[src/rtl/gpio_pkg.sv]
package gpio_pkg;
  localparam int unsigned PIN_W  = 8;
  localparam int unsigned ADDR_W = 12;
  localparam int unsigned BUS_W  = 32;
  localparam int unsigned PAD_N  = 8;
  localparam int unsigned ID_N   = 12;

  localparam logic [ADDR_W-1:0] OFF_DIR    = 12'h400;
  localparam logic [ADDR_W-1:0] OFF_SENSE  = 12'h404;
  localparam logic [ADDR_W-1:0] OFF_BOTH   = 12'h408;
  localparam logic [ADDR_W-1:0] OFF_EVENT  = 12'h40C;
  localparam logic [ADDR_W-1:0] OFF_IEN    = 12'h410;
  localparam logic [ADDR_W-1:0] OFF_RAW    = 12'h414;
  localparam logic [ADDR_W-1:0] OFF_MIS    = 12'h418;
  localparam logic [ADDR_W-1:0] OFF_ICLR   = 12'h41C;
  localparam logic [ADDR_W-1:0] OFF_ALTF   = 12'h420;
  localparam logic [ADDR_W-1:0] OFF_PAD    = 12'h500;
  localparam logic [ADDR_W-1:0] OFF_LOCK   = 12'h520;
  localparam logic [ADDR_W-1:0] OFF_COMMIT = 12'h524;
  localparam logic [ADDR_W-1:0] OFF_ID     = 12'hFD0;

  localparam logic [BUS_W-1:0] UNLOCK_KEY = 32'h0ACC_E551;

  typedef struct packed {
    logic [PIN_W-1:0] lvl_sel;
    logic [PIN_W-1:0] any_edge;
    logic [PIN_W-1:0] pol;
    logic [PIN_W-1:0] en;
  } irq_cfg_t;

  function automatic logic [7:0] id_byte(input logic [3:0] idx);
    case (idx)
      4'd4:    id_byte = 8'h61;
      4'd6:    id_byte = 8'h18;
      4'd7:    id_byte = 8'h01;
      4'd8:    id_byte = 8'h0D;
      4'd9:    id_byte = 8'hF0;
      4'd10:   id_byte = 8'h05;
      4'd11:   id_byte = 8'hB1;
      default: id_byte = 8'h00;
    endcase
  endfunction
endpackage

[src/rtl/gpio_sync.sv]
module gpio_sync #(
  parameter int unsigned W      = 8,
  parameter int unsigned STAGES = 2
) (
  input  logic         clk_i,
  input  logic         rst_ni,
  input  logic [W-1:0] d_i,
  output logic [W-1:0] q_o
);
  logic [W-1:0] chain_q [STAGES];

  for (genvar s = 0; s < STAGES; s++) begin : g_stage
    if (s == 0) begin : g_first
      always_ff @(posedge clk_i or negedge rst_ni)
        if (!rst_ni) chain_q[s] <= '0;
        else         chain_q[s] <= d_i;
    end else begin : g_next
      always_ff @(posedge clk_i or negedge rst_ni)
        if (!rst_ni) chain_q[s] <= '0;
        else         chain_q[s] <= chain_q[s-1];
    end
  end

  assign q_o = chain_q[STAGES-1];
endmodule

[src/rtl/gpio_irq_detect.sv]
module gpio_irq_detect
  import gpio_pkg::*;
#(
  parameter int unsigned W = PIN_W
) (
  input  logic         clk_i,
  input  logic         rst_ni,
  input  logic [W-1:0] lvl_i,
  input  logic [W-1:0] lvl_sel_i,
  input  logic [W-1:0] any_edge_i,
  input  logic [W-1:0] pol_i,
  input  logic [W-1:0] en_i,
  input  logic [W-1:0] clr_i,
  output logic [W-1:0] raw_o,
  output logic [W-1:0] masked_o,
  output logic         irq_o
);
  logic [W-1:0] prev_q, raw_q, hit;

  for (genvar i = 0; i < W; i++) begin : g_bit
    logic rise, fall;
    assign rise   = lvl_i[i] & ~prev_q[i];
    assign fall   = ~lvl_i[i] & prev_q[i];
    assign hit[i] = lvl_sel_i[i]  ? (lvl_i[i] == pol_i[i]) :
                    any_edge_i[i] ? (rise | fall) :
                    pol_i[i]      ? rise : fall;

    // edge mode: a new pending bit needs a synchronized transition
    assert_edge_cause_R6: assert property (@(posedge clk_i) disable iff (!rst_ni)
      (!lvl_sel_i[i] && !raw_q[i]) |=> (!raw_q[i] || $past(lvl_i[i] ^ prev_q[i])));
  end

  always_ff @(posedge clk_i or negedge rst_ni) begin
    if (!rst_ni) begin
      prev_q <= '0;
      raw_q  <= '0;
    end else begin
      prev_q <= lvl_i;
      raw_q  <= (raw_q & ~clr_i) | hit;  // set beats clear
    end
  end

  assign raw_o    = raw_q;
  assign masked_o = raw_q & en_i;
  assign irq_o    = |masked_o;

  assert_raw_sticky_R7: assert property (@(posedge clk_i) disable iff (!rst_ni)
    1'b1 |=> (($past(raw_q) & ~raw_q & ~$past(clr_i)) == '0));
endmodule

[src/rtl/gpio_lock.sv]
module gpio_lock
  import gpio_pkg::*;
#(
  parameter int unsigned W = PIN_W
) (
  input  logic             clk_i,
  input  logic             rst_ni,
  input  logic             wr_lock_i,
  input  logic             wr_commit_i,
  input  logic             wr_altf_i,
  input  logic [BUS_W-1:0] wdata_i,
  output logic             locked_o,
  output logic [W-1:0]     commit_o,
  output logic [W-1:0]     altf_o
);
  logic         locked_q;
  logic [W-1:0] commit_q, altf_q;

  always_ff @(posedge clk_i or negedge rst_ni) begin
    if (!rst_ni) begin
      locked_q <= 1'b1;
      commit_q <= '1;
      altf_q   <= '0;
    end else begin
      if (wr_lock_i)                 locked_q <= (wdata_i != UNLOCK_KEY);
      if (wr_commit_i && !locked_q)  commit_q <= wdata_i[W-1:0];
      if (wr_altf_i)                 altf_q   <= (altf_q & ~commit_q) | (wdata_i[W-1:0] & commit_q);
    end
  end

  assign locked_o = locked_q;
  assign commit_o = commit_q;
  assign altf_o   = altf_q;

  assert_unlock_key_R9: assert property (@(posedge clk_i) disable iff (!rst_ni)
    (wr_lock_i && wdata_i == UNLOCK_KEY) |=> !locked_o);
  assert_commit_guard_R10: assert property (@(posedge clk_i) disable iff (!rst_ni)
    locked_q |=> $stable(commit_o));
  assert_altf_guard_R11: assert property (@(posedge clk_i) disable iff (!rst_ni)
    1'b1 |=> (((altf_o ^ $past(altf_o)) & ~$past(commit_o)) == '0));
endmodule

[src/rtl/gpio_port.sv]
module gpio_port
  import gpio_pkg::*;
#(
  parameter int unsigned SYNC_STAGES = 2
) (
  input  logic              clk_i,
  input  logic              rst_ni,
  input  logic [ADDR_W-1:0] addr_i,
  input  logic              we_i,
  input  logic [BUS_W-1:0]  wdata_i,
  output logic [BUS_W-1:0]  rdata_o,
  input  logic [PIN_W-1:0]  pin_i,
  output logic [PIN_W-1:0]  pin_o,
  output logic [PIN_W-1:0]  pin_oe_o,
  output logic              irq_o
);
  localparam int unsigned PAD_IW = $clog2(PAD_N);

  logic [PIN_W-1:0] data_q, dir_q, pin_sync, win_mask;
  logic [PIN_W-1:0] raw, masked, commit, altf, clr_mask;
  logic [PIN_W-1:0] pad_q [PAD_N];
  irq_cfg_t         cfg_q;
  logic             locked;
  logic             in_data_win, in_pad_win, in_id_win;
  logic             wr_data;
  logic [PAD_IW-1:0] pad_idx;
  logic [ADDR_W-1:0] id_off;
  logic [ADDR_W-1:0] unused_id_off;

  assign in_data_win = (addr_i[ADDR_W-1:10] == '0);
  assign in_pad_win  = (addr_i[ADDR_W-1:5] == OFF_PAD[ADDR_W-1:5]);
  assign in_id_win   = (addr_i >= OFF_ID);
  assign win_mask    = addr_i[9:2];
  assign pad_idx     = addr_i[2 +: PAD_IW];
  assign id_off      = addr_i - OFF_ID;
  assign unused_id_off = id_off;
  assign wr_data     = we_i && in_data_win;
  assign clr_mask    = (we_i && addr_i == OFF_ICLR) ? wdata_i[PIN_W-1:0] : '0;

  gpio_sync #(.W(PIN_W), .STAGES(SYNC_STAGES)) u_sync (
    .clk_i (clk_i),
    .rst_ni(rst_ni),
    .d_i   (pin_i),
    .q_o   (pin_sync)
  );

  // data: outputs take masked writes, inputs follow the synchronized pin
  always_ff @(posedge clk_i or negedge rst_ni) begin
    if (!rst_ni) begin
      data_q <= '0;
    end else begin
      for (int i = 0; i < PIN_W; i++) begin
        if (!dir_q[i])                     data_q[i] <= pin_sync[i];
        else if (wr_data && win_mask[i])   data_q[i] <= wdata_i[i];
      end
    end
  end

  always_ff @(posedge clk_i or negedge rst_ni) begin
    if (!rst_ni) begin
      dir_q <= '0;
      cfg_q <= '0;
    end else if (we_i) begin
      case (addr_i)
        OFF_DIR:   dir_q         <= wdata_i[PIN_W-1:0];
        OFF_SENSE: cfg_q.lvl_sel <= wdata_i[PIN_W-1:0];
        OFF_BOTH:  cfg_q.any_edge <= wdata_i[PIN_W-1:0];
        OFF_EVENT: cfg_q.pol     <= wdata_i[PIN_W-1:0];
        OFF_IEN:   cfg_q.en      <= wdata_i[PIN_W-1:0];
        default: ;
      endcase
    end
  end

  for (genvar p = 0; p < PAD_N; p++) begin : g_pad
    always_ff @(posedge clk_i or negedge rst_ni)
      if (!rst_ni)                                       pad_q[p] <= '0;
      else if (we_i && in_pad_win && pad_idx == PAD_IW'(p)) pad_q[p] <= wdata_i[PIN_W-1:0];
  end

  gpio_irq_detect #(.W(PIN_W)) u_irq (
    .clk_i     (clk_i),
    .rst_ni    (rst_ni),
    .lvl_i     (pin_sync),
    .lvl_sel_i (cfg_q.lvl_sel),
    .any_edge_i(cfg_q.any_edge),
    .pol_i     (cfg_q.pol),
    .en_i      (cfg_q.en),
    .clr_i     (clr_mask),
    .raw_o     (raw),
    .masked_o  (masked),
    .irq_o     (irq_o)
  );

  gpio_lock #(.W(PIN_W)) u_lock (
    .clk_i      (clk_i),
    .rst_ni     (rst_ni),
    .wr_lock_i  (we_i && addr_i == OFF_LOCK),
    .wr_commit_i(we_i && addr_i == OFF_COMMIT),
    .wr_altf_i  (we_i && addr_i == OFF_ALTF),
    .wdata_i    (wdata_i),
    .locked_o   (locked),
    .commit_o   (commit),
    .altf_o     (altf)
  );

  always_comb begin
    rdata_o = '0;
    if (in_data_win) begin
      rdata_o[PIN_W-1:0] = data_q & win_mask;
    end else if (in_id_win) begin
      rdata_o[7:0] = id_byte(id_off[5:2]);
    end else if (in_pad_win) begin
      rdata_o[PIN_W-1:0] = pad_q[pad_idx];
    end else begin
      case (addr_i)
        OFF_DIR:    rdata_o[PIN_W-1:0] = dir_q;
        OFF_SENSE:  rdata_o[PIN_W-1:0] = cfg_q.lvl_sel;
        OFF_BOTH:   rdata_o[PIN_W-1:0] = cfg_q.any_edge;
        OFF_EVENT:  rdata_o[PIN_W-1:0] = cfg_q.pol;
        OFF_IEN:    rdata_o[PIN_W-1:0] = cfg_q.en;
        OFF_RAW:    rdata_o[PIN_W-1:0] = raw;
        OFF_MIS:    rdata_o[PIN_W-1:0] = masked;
        OFF_ALTF:   rdata_o[PIN_W-1:0] = altf;
        OFF_LOCK:   rdata_o[0]         = locked;
        OFF_COMMIT: rdata_o[PIN_W-1:0] = commit;
        default: ;
      endcase
    end
  end

  assign pin_oe_o = dir_q;
  assign pin_o    = (data_q & dir_q) | ~dir_q;

  assert_data_hold_R3: assert property (@(posedge clk_i) disable iff (!rst_ni)
    !wr_data |=> (((data_q ^ $past(data_q)) & $past(dir_q)) == '0));
  assert_unmasked_hold_R3: assert property (@(posedge clk_i) disable iff (!rst_ni)
    wr_data |=> (((data_q ^ $past(data_q)) & $past(dir_q) & ~$past(win_mask)) == '0));
  assert_idle_pin_high_R4: assert property (@(posedge clk_i) disable iff (!rst_ni)
    ((pin_o | pin_oe_o) == '1));
endmodule

[config.mk]
export PLATFORM = sky130hd
export DESIGN_NAME = gpio_port
export DESIGN_NICKNAME = d
export VERILOG_FILES = /design/src/rtl/gpio_pkg.sv /design/src/rtl/gpio_sync.sv /design/src/rtl/gpio_irq_detect.sv /design/src/rtl/gpio_lock.sv /design/src/rtl/gpio_port.sv
export SDC_FILE = /design/constraint.sdc
export NUM_CORES = 1
export LEC_CHECK = 0
export ABC_AREA = 0
export BUFFER_PORTS_ARGS = -buffer_cell sky130_fd_sc_hd__clkbuf_2
export CORE_ASPECT_RATIO = 0.8
export CORE_MARGIN = 5
export CORE_UTILIZATION = 30
export DETAILED_ROUTE_END_ITERATION = 8
export PLACE_DENSITY = 0.55
export SLEW_MARGIN = 20
export SYNTH_ARGS = -nofsm -noshare
export SYNTH_HDL_FRONTEND = slang
export SYNTH_SLANG_ARGS = --single-unit
[constraint.sdc]
create_clock -name clk_i -period 2.9 [get_ports clk_i]
set_input_delay 0.145 -clock clk_i [delete_from_list [all_inputs] [get_ports clk_i]]
set_output_delay 0.145 -clock clk_i [all_outputs]
set_load 0.1 [all_outputs]
== Word level (Yosys, flattened, before mapping) ==
Index checks and enable logic that the tools add are counted.
Storage, ports and cells
  flip-flop bits (word level): 161
  input bits: 55
  output and inout port bits: 49
  logic and storage cells: 209
Cells by class
  $add $sub $neg: 1
  $lt $le $gt $ge: 2
  eq/ne operators: 43
  mux-type cells: 50
  bitwise gates (word level): 53
  reduce and logical (&&, ||, !) cells: 32
Operator list (count)
  $eq 12x11->1 const B: 11
  $pmux 7 s9: 1
  $pmux 8 s7: 1
  $and 8x8->8: 6
  $mux 8: 6
  $mux 1: 40
  $ne 32x28->1 const B: 1
  $bmux 8 s3: 1
  $not 8->8: 3
  $or 8x8->8: 3
  $logic_and 1x1->1: 23
  $and 1x1->1: 16
  $eq 4x4->1 const B: 4
  $ne 2x1->1 const B: 8
  $not 1->1: 16
  $eq 3x3->1 const B: 4
  $eq 4x3->1 const B: 3
  $ge 12x12->1 const B: 1
  $pmux 1 s10: 1
  $reduce_and 2->1: 5
  $eq 1x1->1: 8
  $or 1x1->1: 8
  $reduce_or 8->1: 1
  $eq 7x6->1 const B: 1
  8 further kinds: 9

== Depth between registers and ports, before layout ==
Gate-level depths: netlist (run 1).
  word-level depth: 7
  mapped depth: 8
  mapped depth without buffers: 6

== Cells and area by module ==
Synthesis (run 1) repeated with hierarchy kept, for this count alone.
Unflattened totals
  cell total of the unflattened synthesis: 714
  area total of the unflattened synthesis: 8650.8 µm²
Modules (own cells, without submodules)
  gpio_port: times used 1, cells each 518, area each 6286.0 µm², sequential area each 2802.7 µm²
  gpio_irq_detect: times used 1, cells each 115, area each 1094.8 µm², sequential area each 400.4 µm²
  gpio_lock: times used 1, cells each 57, area each 809.5 µm², sequential area each 436.7 µm²
  gpio_sync: times used 1, cells each 24, area each 460.4 µm², sequential area each 400.4 µm²

== Worst setup path after synthesis (run 1) ==
No wires, ideal clock.
  path kind: flip-flop to output port
  from: register dir_q[2], in the netlist pin_oe_o[2]
  to: output port rdata_o[2]
  arrival time: 3221 ps
  required time: 2755 ps
  path slack: -466 ps
  stages on the path, launching flop included: 6
  buffers on the path: 0
  cell sequence: dfrtp_1 mux2_2 a22o_1 a32oi_1 o211a_1 a32oi_1
On the way
  cells in the longest elaborated chain, start to end: 4
Ends and longest elaborated chain
  start: declaration: RTL line gpio_port.sv:19  | logic [PIN_W-1:0] data_q, dir_q, pin_sync, win_mask;
  start signal: assignment: RTL line gpio_port.sv:65  | OFF_DIR: dir_q <= wdata_i[PIN_W-1:0];
  $pmux 7 s9: RTL line gpio_port.sv:116  | case (addr_i)
  $mux 8: RTL line gpio_port.sv:113  | end else if (in_pad_win) begin
  $mux 8: RTL line gpio_port.sv:111  | end else if (in_id_win) begin
  $mux 8: RTL line gpio_port.sv:109  | if (in_data_win) begin
  end: declaration: RTL line gpio_port.sv:11  | output logic [BUS_W-1:0] rdata_o,
No other way between the ends.

== Final worst setup path (run 1) ==
  from: register pad_q[46] (netlist name)
  to: output port rdata_o[6]
On the way
  cells in the longest elaborated chain, start to end: 6
Ends and longest elaborated chain
  start: declaration: RTL line gpio_port.sv:21  | logic [PIN_W-1:0] pad_q [PAD_N];
  start signal: indexed assignment: RTL line gpio_port.sv:78  | else if (we_i && in_pad_win && pad_idx == PAD_IW'(p)) pad_q[p] <= wdata_i[PIN_W-1:0];
  $bmux 8 s3: RTL line gpio_port.sv:114  | rdata_o[PIN_W-1:0] = pad_q[pad_idx];
  $mux 8 (implied by the code) (2 in a row): RTL line gpio_port.sv:114
  $mux 8: RTL line gpio_port.sv:113
  $mux 8: RTL line gpio_port.sv:111
  $mux 8: RTL line gpio_port.sv:109
No other way between the ends. The select of a mux whose other input is x is not followed.

==> flow_summary.json, run 1 <==
{
  "syn2layout_area_growth_pct": 19.8,
  "clock_path_buffers": 2,
  "hold_path.class": "in2reg",
  "yosysWarnings": 0,
  "dieArea_um2": 31800,
  "io_pins": 104,
  "ys_seq_area_share_pct": 47.6,
  "wl_per_cell_um": 21.3,
  "required_ps": 2760,
  "clkPwrFrac_pct": 44.9,
  "finalMaxSlewViolations": 0,
  "synth_seq_cells": 161,
  "via_count": 6157,
  "clock_sinks": 161,
  "reg2reg_from": "u_sync.q_o[2]$_DFF_PN0_",
  "max-cap-violations": 0,
  "slowest_delay_ps": 500,
  "slowest_stage": "mux4_2",
  "rsz0062_at_grt": "no",
  "syn_inst": 709,
  "ant_nets": 0,
  "sequentialPowerShare_pct": 44.1,
  "pre_cts_ws_ps": 471,
  "critPathBufInv": 1,
  "gp_congestion": 0.974,
  "path_clk_slew_ps": 70,
  "grt_usage_pct": 15.9,
  "drt_iter0_markers": 442,
  "dp_hpwl_um": 18200,
  "routed_wl_um": 25200,
  "yosys.area.top_type": "dfrtp_1",
  "min-delay-start": "wdata_i[30]",
  "startpoint_type": "flop",
  "firstDrtPassIters": 6,
  "cts_tree": "done",
  "drive_gt1_share_pct": 37.7,
  "grt_max_degree": 60,
  "setup_viol": 0,
  "cts_max_level": 4,
  "crit_arrival_ps": 2460,
  "fillers": 2756,
  "fp.dieW_um": 198,
  "maxClockFrequency_ghz": 0.383,
  "p_switching_w": 0.00148,
  "antennaDiodeCount": 0,
  "swShare_pct": 28.2,
  "status": "complete, no violations",
  "cts_buffers": 17,
  "synth_edf_count": 0,
  "final_hold_viol_count": 0,
  "yosysMostFrequentCell": "dfrtp_1",
  "cts_resized": 0,
  "critical-path-top-delay-family": "compound AO/OA/AOI/OAI gates",
  "grt_antenna_before_repair": 0,
  "cp_max_fo": 2,
  "finalSetupTns_ps": 0,
  "p_int_w": 0.00377,
  "die_y_um": 160,
  "clk_latency_ps": 440,
  "synth_top_area_share_pct": 44.8,
  "syn_area_per_cell_um2": 12.0,
  "finalCriticalPeriod_ps": 2610,
  "synthTopCellsByCount": "dfrtp_1 (152), mux2_2 (113), nand2_1 (48)",
  "critical_path_class": "reg2out",
  "synth_cell_types": 68,
  "end_kind": "primary output",
  "leakage_nw": 4.74,
  "synth_area_leaders": "dfrtp_1 (45%), mux2_2 (15%), mux4_2 (4.2%)",
  "viasPerCell": 5.20,
  "relSlewSlack_pct": 41.5,
  "start_util_pct": 30.2,
  "first_global_vias": 6055,
  "comb_power_share_pct": 11.0,
  "root_buffer": "clkbuf_16",
  "setup_ws_ps": 292,
  "fin_nets": 872,
  "core-area_um2": 28100,
  "powerDensity_nw_per_um2": 516,
  "grt_pass1_wl_um": 38600,
  "ys.flop_type": "dfrtp_1",
  "crit_chain": "mux4_2 > and3_1 > a2111oi_0 > a41oi_2 > buf_12",
  "vdd.ir_drop.worst_mv": 0.426,
  "holdWs_ps": 167,
  "netlist_area_um2": 8490,
  "crit_path_start": "pad_q[46]$_DFFE_PN0P_",
  "port_buffers": 79,
  "worst_pin_slew_ps": 866,
  "finClkSkew_ps": 6.85,
  "drc": 0,
  "rows": 55,
  "grt_overflow": 0,
  "finalCritPeriodShare_pct": 89.9,
  "synthArstFlopShare_pct": 100
}
timing repair:
action | CTS | global route
buffers inserted | 0 | 0
hold endpoints to repair | 52 | 0
hold buffers | 9 | 0
through the flow:
stage	area (µm²)	cells	utilization, %	total power [W]
5_1_grt	10200	1184	36.2	0.00545
3_3_place_gp	9460	1143	33.7	0.00292
6_report	10200	1184	36.2	0.00525
4_1_cts	10200	1184	36.2	0.00530
2_1_floorplan	8600	732	-	0.00275
3_5_place_dp	9460	1143	33.7	0.00293
cell usage in the layout (no fill, tap or decap), types with 17 or more instances in the layout:
master / count
a21oi_1: 17
buf_4: 32
clkbuf_16: 17
clkbuf_2: 70
conb_1: 24
dfrtp_1: 152
inv_1: 21
mux2_2: 113
mux2i_1: 17
nand2_1: 48
nand3_1: 27
nor2_1: 21
state kept, by name (all words and copies together), names as in the netlist, named ones only:
name             count
pin_oe_o             8
u_sync.chain_q       8
cfg_q               32
u_irq.prev_q         8
u_irq.raw_o          8
pad_q               64
u_sync.q_o           8
data_q               8
u_lock.locked_o      1
u_lock.commit_o      8
tightest hold or removal path, delay by kind of cell:
kind	cells	cell delay (ps)
and+or+nand+nor	3	120
buffers and inverters	1	70
AOI/OAI and AO/OA	1	200
worst paths after layout:
kind                                               end  cells after the start  slack [ps]
setup / recovery                            rdata_o[6]                      5         290
hold / removal             u_lock.locked_o$_DFFE_PN1P_                      5         170
setup reg to reg              u_irq.raw_o[2]$_DFF_PN0_                      6        1420
hold reg to reg                u_sync.q_o[4]$_DFF_PN0_                      0         350
max in group asynchronous         pad_q[5]$_DFFE_PN0P_                      3        1870
min in group asynchronous      u_sync.q_o[0]$_DFF_PN0_                      2         220
power groups by stage:
stage	combinational (W)	sequential, W	clock (W)
floorplan	0.000395	0.00235	0
global placement	0.000568	0.00236	0
detailed placement	0.000570	0.00236	0
CTS	0.000582	0.00232	0.00240
global route	0.000620	0.00232	0.00251
finish	0.000577	0.00232	0.00235
cells by family (layout without fill, tap and decap cells):
| logic type | after synthesis | count (layout) | share of synthesized area (%) |
|---|---|---|---|
| and+or+nand+nor | 174 | 174 | 12.0 |
| DFF | 161 | 161 | 47.6 |
| other | 1 | 24 | 0.0442 |
| muxes | 156 | 156 | 22.9 |
| buffers and inverters | 92 | 174 | 5.45 |
| adders and majority gates | 16 | 16 | 2.36 |
| AOI/OAI and AO/OA | 99 | 99 | 8.55 |
| xor gates and xnor gates | 10 | 10 | 1.03 |
final cells by class:
class / instances / area (µm²) / share of cell area, %
Tap cell: 370 / 463 / 4.55
Clock buffer: 18 / 439 / 4.32
Sequential cell: 161 / 4040 / 39.8
Multi-Input combinational cell: 479 / 4100 / 40.3
Clock inverter: 14 / 173 / 1.70
Inverter: 21 / 78.8 / 0.776
Timing Repair Buffer: 121 / 872 / 8.58
layer usage:
metal	part of all wire, %	GRT usage [%]	up-vias
met2	44	23.8	232
met5	0	0	-
met1	47	22.8	3128
met4	1.4	3.60	0
met3	7.5	4.49	32
li1	-	-	2765
Power figures use the tool's default switching activity.
==> run 2, diff against run 1 <==
--- a/config.mk
+++ b/config.mk
@@ -15,4 +15,5 @@
 export SLEW_MARGIN = 20
 export SYNTH_ARGS = -nofsm -noshare
 export SYNTH_HDL_FRONTEND = slang
+export SYNTH_HIERARCHICAL = 1
 export SYNTH_SLANG_ARGS = --single-unit
==> run 2 against run 1 <==
Against the previous run:
- register-to-register slack better by 190 ps
- sequential share of layout area is 0.68 points lower
- die area is 1.8% higher
- critical path depth is 1 lower
- clock-buffer cell count is 4 higher
- via count is 0.67% lower
- combinational power is 1% higher
- maximum frequency is 4.7% lower
- critical path type unchanged
- critical endpoint is now irq_o
==> flow_summary.json, run 2 <==
{
  "status": "complete, no violations",
  "required_ps": 2760,
  "dieArea_um2": 32400,
  "crit_chain": "and2_4 > or4_1 > or4_1 > clkbuf_2",
  "drive_gt1_share_pct": 38.5,
  "finalPower_w": 0.00522,
  "rsz0062_at_grt": "no",
  "grt_pass1_wl_um": 38300,
  "end_kind": "primary output",
  "ys_seq_area_share_pct": 46.7,
  "critPathBufInv": 1,
  "vdd.ir_drop.worst_mv": 0.429,
  "setup_viol": 0,
  "slowest_delay_ps": 580,
  "antennaDiodeCount": 0,
  "cts_max_level": 4,
  "start_util_pct": 30.5,
  "wl_per_cell_um": 20.4,
  "via_count": 6116,
  "layout_commonest_cell": "dfrtp_1",
  "yosysMostFrequentCell": "dfrtp_1",
  "syn2layout_area_growth_pct": 19.5,
  "cts_buffers": 17,
  "finalMaxSlewViolations": 0,
  "gp_congestion": 0.917,
  "clock_path_buffers": 2,
  "cts_resized": 0,
  "finalSetupTns_ps": 0,
  "slowest_stage": "or4_1",
  "cp_num_cells": 4,
  "rows": 55,
  "top_register": "pad_q",
  "reg.largest.list": "pad_q (64), cfg_q (32)",
  "crit_arrival_ps": 2590,
  "drt_iter0_markers": 399,
  "clk_latency_ps": 440,
  "largest_reg_flops": 64,
  "finalCriticalPeriod_ps": 2740,
  "cp_common_cell": "or4_1",
  "syn_area_per_cell_um2": 12.1,
  "finClkSkew_ps": 7.30,
  "synth_edf_count": 0,
  "leakage_nw": 4.88,
  "grt_max_degree": 66,
  "worst_pin_slew_ps": 584,
  "firstDrtPassIters": 5,
  "synth_seq_cells": 161,
  "final_cells": 1197,
  "layout_common_cells": "dfrtp_1 (152), mux2_2 (118), clkbuf_2 (70)",
  "relSlewSlack_pct": 60.9,
  "holdWs_ps": 81.5,
  "core-area_um2": 28400,
  "hold_path_depth": 4,
  "grt_antenna_before_repair": 0,
  "critical-path-top-delay-family": "simple AND/OR/NAND/NOR gates",
  "critical_path_class": "reg2out",
  "ant_nets": 0,
  "routed_wl_um": 24400,
  "rr_worst_depth": 5,
  "path_clk_slew_ps": 70,
  "root_buffer": "clkbuf_16",
  "startpoint_type": "flop",
  "final_hold_viol_count": 0,
  "cts_tree": "done",
  "netlist_area_um2": 8650,
  "first_global_vias": 6226,
  "port_buffers": 79,
  "synth_top_area_share_pct": 44.0,
  "die_y_um": 162,
  "synthArstFlopShare_pct": 100,
  "grt_overflow": 0,
  "synth_area_leaders": "dfrtp_1 (44%), mux2_2 (15%), mux4_2 (4.4%)",
  "cp_max_fo": 3,
  "utilization_pct": 36.5,
  "maxClockFrequency_ghz": 0.366,
  "max-cap-violations": 0,
  "yosys.area.top_type": "dfrtp_1",
  "dpl.cell_count": 1154,
  "ys.flop_type": "dfrtp_1",
  "fin_nets": 885,
  "drc": 0,
  "yosysWarnings": 6,
  "fp.dieW_um": 200,
  "synthTopCellsByCount": "dfrtp_1 (152), mux2_2 (118), nand2_1 (46)",
  "powerDensity_nw_per_um2": 505,
  "clock_sinks": 161,
  "syn_inst": 714,
  "io_pins": 104,
  "viasPerCell": 5.11,
  "finalCritPeriodShare_pct": 94.3,
  "synth_cell_types": 68,
  "dp_hpwl_um": 17400,
  "hold_path.class": "in2reg",
  "grt_usage_pct": 15.6
}
run 2: cell types whose count changed in the layout (fill, tap and decap cells not counted), sizes merged, moves of 6 or more:
cell,change
a211oi,-16
a21oi,+14
a221o,-8
and2,+18
and3,-6
inv,-6
mux2,+13
nand2b,+8
nand3,-17
nor2,+8
o21ai,+9
or4,+6
run 2: path summary, 6_finish.rpt:
path,startpoint,endpoint,slack [ps]
max,u_irq/raw_o[2]$_DFF_PN0_,irq_o,160
max in group asynchronous,rst_ni,u_lock/commit_o[3]$_DFFE_PN1P_,1860
max reg2reg,u_sync/q_o[6]$_DFF_PN0_,u_irq/raw_o[6]$_DFF_PN0_,1610
min reg2reg,u_sync/chain_q[9]$_DFF_PN0_,u_sync/q_o[1]$_DFF_PN0_,350
min,wdata_i[15],u_lock/locked_o$_DFFE_PN1P_,80
min in group asynchronous,rst_ni,pad_q[12]$_DFFE_PN0P_,170
run 2: worst register-to-register path, cell delays in order, from the launching register on:
cell and delay, ps:
dfrtp_1 440, inv_1 70, ha_1 200, mux2_2 250
o21ai_0 140, nand2_1 70
run 2: cell families (layout without fill, tap and decap cells):
group	after synthesis	count (layout)	synth area share [%]
other	1	24	0.0433
AND/OR/NAND/NOR	183	183	13.4
AO/OA/AOI/OAI	94	94	7.06
adder cells (fa/ha/maj)	16	16	2.31
multiplexers	171	171	24.6
buffers and inverters	79	169	5.03
XOR/XNOR	9	9	0.911
flip-flops	161	161	46.7
run 2: final cells by class:
type / count / area [µm²]
flip-flops and latches: 161 / 4040
clock buffers: 22 / 484
repair buffers: 119 / 875
well taps: 370 / 463
multi-input cells: 497 / 4290
fillers: 2815 / 18000
clock inverters: 10 / 124
inverters: 18 / 67.6
run 2: through the flow:
| step | instance area [µm²] | worst slack, ps |
|---|---|---|
| CTS | 10300 | 154 |
| global route | 10300 | 97.2 |
| finish | 10300 | 164 |
| detailed placement | 9620 | 245 |
| global placement | 9620 | 330 |
| floorplan | 8760 | 166 |
run 2: metal layers:
| metal | up-vias | GRT usage, % | share of wire (%) |
|---|---|---|---|
| met2 | 197 | 22.2 | 43 |
| met4 | 0 | 4.14 | 1.3 |
| met5 | - | 0 | 0 |
| met1 | 3145 | 23.1 | 49 |
| li1 | 2747 | - | - |
| met3 | 27 | 4.73 | 6.6 |
run 2: timing repair:
action,4_1_cts,5_1_grt
setup endpoints to repair,0,0
endpoints found under the hold margin,45,0
buffers inserted,0,0
hold buffers,11,0
run 2: report_power, final:
group | internal (W) | switching [W]
Combinational | 0.000161 | 0.000422
Clock | 0.00137 | 0.000951
Sequential | 0.00229 | 0.0000297
Total | 0.00382 | 0.00140
==> run 3, diff against run 2 <==
--- a/config.mk
+++ b/config.mk
@@ -11,7 +11,9 @@
 export CORE_MARGIN = 5
 export CORE_UTILIZATION = 30
 export DETAILED_ROUTE_END_ITERATION = 8
+export HOLD_SLACK_MARGIN = 0.1
 export PLACE_DENSITY = 0.55
+export SETUP_SLACK_MARGIN = 0.4
 export SLEW_MARGIN = 20
 export SYNTH_ARGS = -nofsm -noshare
 export SYNTH_HDL_FRONTEND = slang
==> run 3 against run 2 <==
Against the previous run:
- final area grew 0.93%
- core utilization grew 0.34 points
- maximum frequency grew 9.0%
- wire length is essentially flat
- clock-buffer cell count shrank 5
- register-to-register slack lost 80 ps
- via count shrank 1.1%
- critical endpoint is now rdata_o[5]
==> flow_summary.json, run 3 (same netlist as run 2, synthesis figures left out) <==
{
  "max-cap-violations": 0,
  "sequentialPowerShare_pct": 44.3,
  "dp_hpwl_um": 17200,
  "drc": 0,
  "dieArea_um2": 32400,
  "setup_viol": 0,
  "met3_wirelength_um": 1370,
  "wl_met1_um": 12300,
  "end_kind": "primary output",
  "via_count": 6051,
  "powerDensity_nw_per_um2": 501,
  "dpl.cell_count": 1154,
  "vdd.ir_drop.worst_mv": 0.421,
  "fin_nets": 887,
  "pre_cts_ws_ps": 422,
  "clock_sinks": 161,
  "clk_latency_ps": 440,
  "path_clk_slew_ps": 70,
  "clock_path_buffers": 2,
  "relSlewSlack_pct": 54.0,
  "rsz0062_at_grt": "yes",
  "setup_ws_ps": 390,
  "r2r-end": "u_lock/locked_o$_DFFE_PN1P_",
  "routed_wl_um": 24400,
  "grt_antenna_before_repair": 0,
  "cts_tree": "done",
  "grt_overflow": 0,
  "rr_worst_depth": 3,
  "crit_arrival_ps": 2370,
  "top_layer": "met4",
  "finalSetupTns_ps": 0,
  "cp_max_fo": 2,
  "reg2reg_slack_ps": 1530,
  "die_y_um": 162,
  "io_pins": 104,
  "reg2reg_from": "u_lock/locked_o$_DFFE_PN1P_",
  "top_register": "pad_q",
  "startpoint_type": "flop",
  "port_buffers": 79,
  "critical_path_class": "reg2out",
  "drive_gt1_share_pct": 39.1,
  "clkPwrFrac_pct": 44.5,
  "finalCritPeriodShare_pct": 86.6,
  "cts_buffers": 17,
  "largest_reg_flops": 64,
  "drt_iter0_markers": 406,
  "start_util_pct": 30.5,
  "worst_pin_slew_ps": 690,
  "required_ps": 2760,
  "leakage_nw": 4.90,
  "status": "complete, no violations",
  "reg.largest.list": "pad_q (64), cfg_q (32)",
  "grt_max_degree": 55,
  "hold_path.class": "in2async",
  "comb_power_share_pct": 11.3,
  "final_cells": 1199,
  "fp.dieW_um": 200,
  "finalPower_w": 0.00523,
  "finClkSkew_ps": 13.4,
  "firstDrtPassIters": 5,
  "rows": 55,
  "layout_common_cells": "dfrtp_1 (152), mux2_2 (117), clkbuf_2 (69)",
  "gp_congestion": 0.895,
  "maxClockFrequency_ghz": 0.398,
  "finalMaxSlewViolations": 0,
  "fillers": 2790,
  "cts_max_level": 4,
  "antennaDiodeCount": 0,
  "finalCriticalPeriod_ps": 2510,
  "ant_nets": 0,
  "grt_pass1_wl_um": 37900,
  "syn2layout_area_growth_pct": 20.6,
  "p_switching_w": 0.00148,
  "swShare_pct": 28.3,
  "first_global_vias": 5969,
  "core-area_um2": 28400,
  "p_int_w": 0.00375,
  "root_buffer": "clkbuf_16",
  "viasPerCell": 5.05,
  "wl_per_cell_um": 20.4,
  "wl_met2_um": 10500,
  "layout_commonest_cell": "dfrtp_1",
  "grt_usage_pct": 15.5,
  "final_hold_viol_count": 0
}
## run 3: cell count changes in the layout (fill, tap and decap cells not counted), sizes merged
cell	before	now
dlygate4sd3	11	12
inv	21	27
clkinv	3	2
buf	38	39
clkbuf	92	87
## run 3: area by class of cell
type	count	area (µm²)	share of cell area [%]
inverter	18	67.6	0.647
timing repair buffer	121	925	8.86
sequential	161	4040	38.7
tap	370	463	4.44
clock inverter	15	173	1.65
multi-input combinational	497	4340	41.6
clock buffer	17	425	4.08
## run 3: worst max-delay path by stage
stage	start	to	slack, ps	cells past startpoint
after floorplan	pin_oe_o[3]$_DFFE_PN0P_	rdata_o[3]	410	5
after global placement	addr_i[6]	cfg_q[26]$_DFFE_PN0P_	480	6
after detailed placement	addr_i[6]	flop	420	7
after CTS	pad_q[37]$_DFFE_PN0P_	rdata_o[5]	410	5
after global routing	pad_q[37]$_DFFE_PN0P_	rdata_o[5]	330	5
final	pad_q[37]$_DFFE_PN0P_	rdata_o[5]	390	5
## run 3: through the flow
stage	area, µm²	utilization, %	hold WS (ps)
2_1_floorplan	8800	-	-151
3_3_place_gp	9670	34.1	96.6
3_5_place_dp	9670	34.1	96.8
4_1_cts	10400	36.8	185
5_1_grt	10400	36.8	241
6_report	10400	36.8	197
## run 3: critical path, cell delays in order, from the launching register on
cell      delay, ps
dfrtp_1         370
mux4_2          490
mux2_4          310
a221oi_2        230
nand4_1         270
buf_12          260
## run 3: timing repair
action                     4_1_cts  5_1_grt
setup endpoints to repair        2        5
hold endpoints to repair        99        0
resized for setup                6        2
pin swaps                        1        3
buffers inserted                 0        1
hold buffers                    12        0
## run 3: power by group through the flow
stage	Clock [W]	Combinational [W]	Sequential, W
after CTS	0.00238	0.000591	0.00231
after floorplan	0	0.000398	0.00234
after detailed placement	0	0.000576	0.00236
after global routing	0.00247	0.000631	0.00232
final	0.00232	0.000590	0.00231
after global placement	0	0.000572	0.00235
## run 3: layer usage
metal,vias up,global-route usage (%)
li1,2755,-
met1,3095,24.2
met2,186,21.9
met3,15,2.94
met4,0,3.64
met5,-,0
